--- src/rtl/bus_owner_pkg.sv ---
package bus_owner_pkg;

   typedef enum logic [2:0] {
      ST_IDLE = 3'd0,
      ST_REQ  = 3'd1,
      ST_WAIT = 3'd2,
      ST_OWN  = 3'd3,
      ST_LOCK = 3'd4,
      ST_PARK = 3'd5
   } own_state_t;

   typedef struct packed {
      logic req;
      logic busy;
      logic lock;
      logic grant;
   } bus_ctl_t;

   localparam int MAX_SYNC_STAGES = 3;

endpackage

--- src/rtl/bus_owner_sync.sv ---
module bus_owner_sync #(
   parameter int STAGES = 0
) (
   input  logic clk,
   input  logic rst,
   input  logic in_bit,
   output logic out_bit
);
   generate
      if (STAGES == 0) begin : g_bypass
         assign out_bit = in_bit;
      end else begin : g_chain
         logic [STAGES-1:0] chain_q;
         always_ff @(posedge clk) begin
            if (rst) chain_q <= '0;
            else     chain_q <= {chain_q[STAGES-2+1-1:0], in_bit} >> 0;
         end
         assign out_bit = chain_q[STAGES-1];
      end
   endgenerate
endmodule

--- src/rtl/bus_owner_fsm.sv ---
module bus_owner_fsm
   import bus_owner_pkg::*;
#(
   parameter bit PARK_ENABLE = 1'b1
) (
   input  logic       clk,
   input  logic       rst,
   input  logic       core_req,
   input  logic       core_lock,
   input  logic       grant_s,
   input  logic       busy_s,
   output own_state_t state_q,
   output own_state_t state_d
);
   logic park_ok;

   generate
      if (PARK_ENABLE) begin : g_park
         assign park_ok = 1'b1;
      end else begin : g_nopark
         assign park_ok = 1'b0;
      end
   endgenerate

   own_state_t lost_st;
   own_state_t acq_st;
   own_state_t idle_st;

   always_comb begin
      lost_st = core_req ? ST_REQ : ST_IDLE;
      acq_st  = core_lock ? ST_LOCK : ST_OWN;
      idle_st = park_ok ? ST_PARK : ST_IDLE;
   end

   always_comb begin
      state_d = state_q;
      unique case (state_q)
         ST_IDLE: if (core_req) state_d = ST_REQ;
         ST_REQ: begin
            if (!core_req)   state_d = ST_IDLE;
            else if (grant_s) state_d = busy_s ? ST_WAIT : acq_st;
         end
         ST_WAIT: begin
            if (!core_req)     state_d = ST_IDLE;
            else if (!grant_s) state_d = ST_REQ;
            else if (!busy_s)  state_d = acq_st;
         end
         ST_OWN: begin
            if (!grant_s)       state_d = lost_st;
            else if (!core_req) state_d = idle_st;
            else if (core_lock) state_d = ST_LOCK;
         end
         ST_LOCK: begin
            if (!core_lock) begin
               if (!grant_s)       state_d = lost_st;
               else if (!core_req) state_d = idle_st;
               else                state_d = ST_OWN;
            end
         end
         ST_PARK: begin
            if (!grant_s)      state_d = lost_st;
            else if (core_req) state_d = acq_st;
         end
         default: state_d = ST_IDLE;
      endcase
   end

   always_ff @(posedge clk) begin
      if (rst) state_q <= ST_IDLE;
      else     state_q <= state_d;
   end
endmodule

--- src/rtl/bus_owner_outs.sv ---
module bus_owner_outs
   import bus_owner_pkg::*;
(
   input  logic       clk,
   input  logic       rst,
   input  own_state_t state_d,
   output bus_ctl_t   ctl_q
);
   bus_ctl_t ctl_d;

   always_comb begin
      ctl_d.req   = (state_d == ST_REQ) || (state_d == ST_WAIT);
      ctl_d.busy  = (state_d == ST_OWN) || (state_d == ST_LOCK) || (state_d == ST_PARK);
      ctl_d.lock  = (state_d == ST_LOCK);
      ctl_d.grant = ctl_d.busy;
   end

   always_ff @(posedge clk) begin
      if (rst) ctl_q <= '0;
      else     ctl_q <= ctl_d;
   end

   AST_LOCK_NEEDS_BUSY: assert property (@(posedge clk) disable iff (rst)
      ctl_q.lock |-> ctl_q.busy);
   AST_GRANT_NEEDS_BUSY: assert property (@(posedge clk) disable iff (rst)
      ctl_q.grant |-> ctl_q.busy);
endmodule

--- src/rtl/bus_owner_unit.sv ---
module bus_owner_unit
   import bus_owner_pkg::*;
#(
   parameter int SYNC_STAGES = 0,
   parameter bit PARK_ENABLE = 1'b1
) (
   input  logic clk,
   input  logic rst,
   input  logic core_req,
   input  logic core_lock,
   input  logic bus_grant_in,
   input  logic bus_busy_in,
   output logic core_grant,
   output logic bus_req_out,
   output logic bus_busy_out,
   output logic bus_lock_out
);
   generate
      if (SYNC_STAGES < 0 || SYNC_STAGES > MAX_SYNC_STAGES) begin : g_bad_sync
         $error("bus_owner_unit: SYNC_STAGES out of range");
      end
   endgenerate

   logic       grant_s;
   logic       busy_s;
   own_state_t state_q;
   own_state_t state_d;
   bus_ctl_t   ctl_q;

   bus_owner_sync #(.STAGES(SYNC_STAGES)) i_sync_grant (
      .clk(clk), .rst(rst), .in_bit(bus_grant_in), .out_bit(grant_s));
   bus_owner_sync #(.STAGES(SYNC_STAGES)) i_sync_busy (
      .clk(clk), .rst(rst), .in_bit(bus_busy_in), .out_bit(busy_s));

   bus_owner_fsm #(.PARK_ENABLE(PARK_ENABLE)) i_fsm (
      .clk(clk), .rst(rst), .core_req(core_req), .core_lock(core_lock),
      .grant_s(grant_s), .busy_s(busy_s), .state_q(state_q), .state_d(state_d));

   bus_owner_outs i_outs (
      .clk(clk), .rst(rst), .state_d(state_d), .ctl_q(ctl_q));

   assign core_grant   = ctl_q.grant;
   assign bus_req_out  = ctl_q.req;
   assign bus_busy_out = ctl_q.busy;
   assign bus_lock_out = ctl_q.lock;

   AST_REQ_BUSY_EXCL: assert property (@(posedge clk) disable iff (rst)
      !(bus_req_out && bus_busy_out));
   AST_ACQUIRE_CLEAR: assert property (@(posedge clk) disable iff (rst)
      $rose(bus_busy_out) |-> $past(grant_s && !busy_s));
   AST_LOCK_HELD: assert property (@(posedge clk) disable iff (rst)
      (bus_lock_out && core_lock) |=> (bus_busy_out && bus_lock_out));
   AST_UNLOCKED_RELEASE: assert property (@(posedge clk) disable iff (rst)
      (bus_busy_out && !bus_lock_out && !grant_s) |=> !bus_busy_out);
   AST_RESET_QUIET: assert property (@(posedge clk)
      rst |=> !(bus_req_out || bus_busy_out || bus_lock_out || core_grant));
endmodule

--- config.mk ---
export PLATFORM = sky130hd
export DESIGN_NAME = bus_owner_unit
export DESIGN_NICKNAME = d
export VERILOG_FILES = /design/src/rtl/bus_owner_pkg.sv /design/src/rtl/bus_owner_sync.sv /design/src/rtl/bus_owner_fsm.sv /design/src/rtl/bus_owner_outs.sv /design/src/rtl/bus_owner_unit.sv
export SDC_FILE = /design/constraint.sdc
export NUM_CORES = 1
export LEC_CHECK = 0
export ABC_AREA = 1
export BUFFER_PORTS_ARGS = -buffer_cell sky130_fd_sc_hd__buf_2
export CAP_MARGIN = 20
export CORE_AREA = 2 2 39 41
export DETAILED_ROUTE_END_ITERATION = 7
export DIE_AREA = 0 0 41 43
export PLACE_DENSITY = 0.58
export RECOVER_POWER = 100
export SLEW_MARGIN = 20
export SYNTH_ARGS = -nofsm -noshare
export SYNTH_HDL_FRONTEND = slang
export SYNTH_HIERARCHICAL = 1
export SYNTH_SLANG_ARGS = --single-unit
--- constraint.sdc ---
create_clock -name clk -period 1.35 [get_ports clk]
set_clock_uncertainty 0.15 [all_clocks]
set_input_delay 0.135 -clock clk [delete_from_list [all_inputs] [get_ports clk]]
set_output_delay 0.135 -clock clk [all_outputs]
set_load 0.005 [all_outputs]
==> qor.yml <==
run_status:
  status: "finished clean"
worst_setup_path:
  path_cells: "a21oi_1, o21bai_4, nand2_2, inv_2, o21ai_1, nor2_1"
  crit_family: "compound AO/OA/AOI/OAI gates"
  worstPathMaxFanout: 5
  cp.required_ns: 1.34
  cp.buffers_inverters: 1
  crit_slowest_cell: "dfxtp_4"
  max_stage_delay_ns: 0.36
  cp-end-kind: "flip-flop"
  path_class: "flip-flop to flip-flop"
  start_kind: "flip-flop"
  arrival_ns: 1.26
cells_and_area:
  mostFrequentLayoutCell: "nand2_1"
  area_delta_synth_final_pct: 28.1
  antennaDiodeCount: 0
  final_cell_mix: "nand2_1 (15), nor2_1 (9), buf_2 (7)"
  layout.nets: 88
  final_cell_area_um2: 536
  layout-drive-gt1-share: 0.400
die:
  die_area_um2: 1760
  num_io_pins: 10
  die_x_um: 41
  fp.coreArea_um2: 1380
  die_y_um: 43
  num_rows: 14
  initial_utilization: 0.302
clock_network:
  clockBufferDepth: 2
  cts_buffers: 3
  clk_latency_ns: 0.24
  cts_root_buf: "clkbuf_4"
  clk_pin_slew_ns: 0.05
  cts_tree: "done"
  cts_sinks: 6
  htreeDepth: 1
route:
  drt-initial-drc-count: 5
  routed_via_density: 4.31
  drtPass1Iterations: 4
  finalWirelength_um: 831
  wl_per_cell_um: 8.66
  ant_nets: 0
  drc: 0
  vias: 414
synthesis:
  synth_area_per_cell_um2: 6.06
  synth_area_um2: 418
  ys_seq_elements: 6
  synth_cell_type_count: 16
  synth_fp_nets: 75
  synth-seq-area-share: 0.287
  syn-instance-count: 69
  yosysWarnings: 6
global_route:
  antenna_found_initial: 0
  grt-ovfl-total: 0
  grt_max_degree: 9
  grt_pass1_wl_mm: 1.39
  grt_use_met3: 0.0157
  use_met1: 0.148
  track_usage: 0.113
  gr-max-usage-layer: "met2"
  use_met2: 0.172
  grt_pass1_vias: 357
timing:
  hold_slack_ns: 0.189
  slew_headroom: 0.830
  period_needed_ns: 1.27
  hold_violations: 0
  finalSetupViolCount: 0
  worst_pin_slew_ns: 0.253
  drv_slew: 0
  timing.fmax_ghz: 0.785
  rsz0062_at_grt: "true"
  fin_crit_sh: 0.944
flow_run:
  cap_viol_max_count: 0
placement:
  place_hpwl_um: 603
  post_dp_cell_area_um2: 468
  place_congestion: 0.773
  port_buffers: 9
power_and_ir_drop:
  powerDensity_nw_per_um2: 829
  leakage_uw: 0.000259
  irDropWorstVdd_mv: 0.401
worst_hold_path:
  hold_path.class: "primary input to flip-flop"
==> final cells by class <==
cell class	count	area (um2)
Fill cell	148	848
Multi-Input combinational cell	49	258
Clock buffer	3	22.5
Tap cell	16	20.0
Inverter	11	46.3
Timing Repair Buffer	11	60.1
Sequential cell	6	129
==> stage by stage <==
stage | setup TNS (ns) | setup slack, ns | cells | power (uW) | util
final | 0 | 0.0762 | 96 | 444 | 0.387
after global placement | -0.0742 | -0.0279 | 92 | 270 | 0.338
after global routing | -0.0354 | -0.0130 | 96 | 476 | 0.387
after CTS | 0 | 0.00354 | 96 | 442 | 0.363
after floorplan | 0 | 0.0836 | 69 | 248 | -
after detailed placement | -0.0691 | -0.0250 | 92 | 271 | 0.338
==> state kept, by name, summed over array words and instances, names as in the netlist <==
signal	count
i_fsm/state_q	3
i_outs/ctl_q	3
==> synth_stat cells <==
master	count	area, um2
a21oi_1	5	25.0
a21oi_2	1	8.76
buf_4	3	22.5
dfxtp_1	6	120
inv_1	6	22.5
inv_2	5	18.8
nand2_1	17	63.8
nand2_2	2	12.5
nand3_1	1	5.00
nand3_2	1	10.0
nor2_1	9	33.8
nor2_2	3	18.8
o21ai_0	4	20.0
o21ai_1	4	20.0
o21ai_2	1	8.76
o21bai_1	1	7.51
==> routing by layer <==
layer | share of wire | vias to the layer above | routed length (um)
met3 | 0.0072 | 2 | 6
met2 | 0.48 | 3 | 403
met1 | 0.48 | 174 | 403
met5 | 0 | - | 0
met4 | 0.023 | 0 | 19
li1 | - | 235 | -
==> cells by family (layout without fill, tap and decap cells) <==
kind of cell	after synthesis	in the layout	share of synthesized area
AOI/OAI and AO/OA	16	16	0.216
buffers and inverters	14	25	0.153
DFF	6	6	0.287
and+or+nand+nor	33	33	0.344
==> report_power, final <==
| group | switching [uW] | internal [uW] |
|---|---|---|
| sequential | 5.68 | 182 |
| clock | 64.7 | 101 |
| combinational | 54.0 | 36.5 |
==> timing repair <==
item                                    CTS  global route
cloned                                    0             0
buffers inserted                          0             0
gates resized for setup                   1            14
pin swaps                                 0             4
hold buffers                              1             0
endpoints found under the setup margin    3             3
hold endpoints to repair                  4             0
==> path summary, 6_finish.rpt <==
kind	startpoint	to	slack, ns	depth (start not counted)
hold / removal	bus_grant_in	i_fsm/state_q[1]$_SDFF_PP0_	0.19	5
setup / recovery	i_fsm/state_q[1]$_SDFF_PP0_	i_outs/ctl_q[3]$_SDFF_PP0_	0.08	6
hold reg to reg	i_fsm/state_q[2]$_SDFF_PP0_	i_fsm/state_q[2]$_SDFF_PP0_	0.49	4
setup reg to reg	i_fsm/state_q[1]$_SDFF_PP0_	i_outs/ctl_q[3]$_SDFF_PP0_	0.08	6
==> worst reg2reg max path: cells and delay by family, from the launching register on <==
| kind | cells | cell delay, ns |
|---|---|---|
| compound gates | 3 | 0.47 |
| flops | 1 | 0.36 |
| simple gates | 2 | 0.14 |
| buf+inv | 1 | 0.06 |
(Power assumes the default switching activity.)
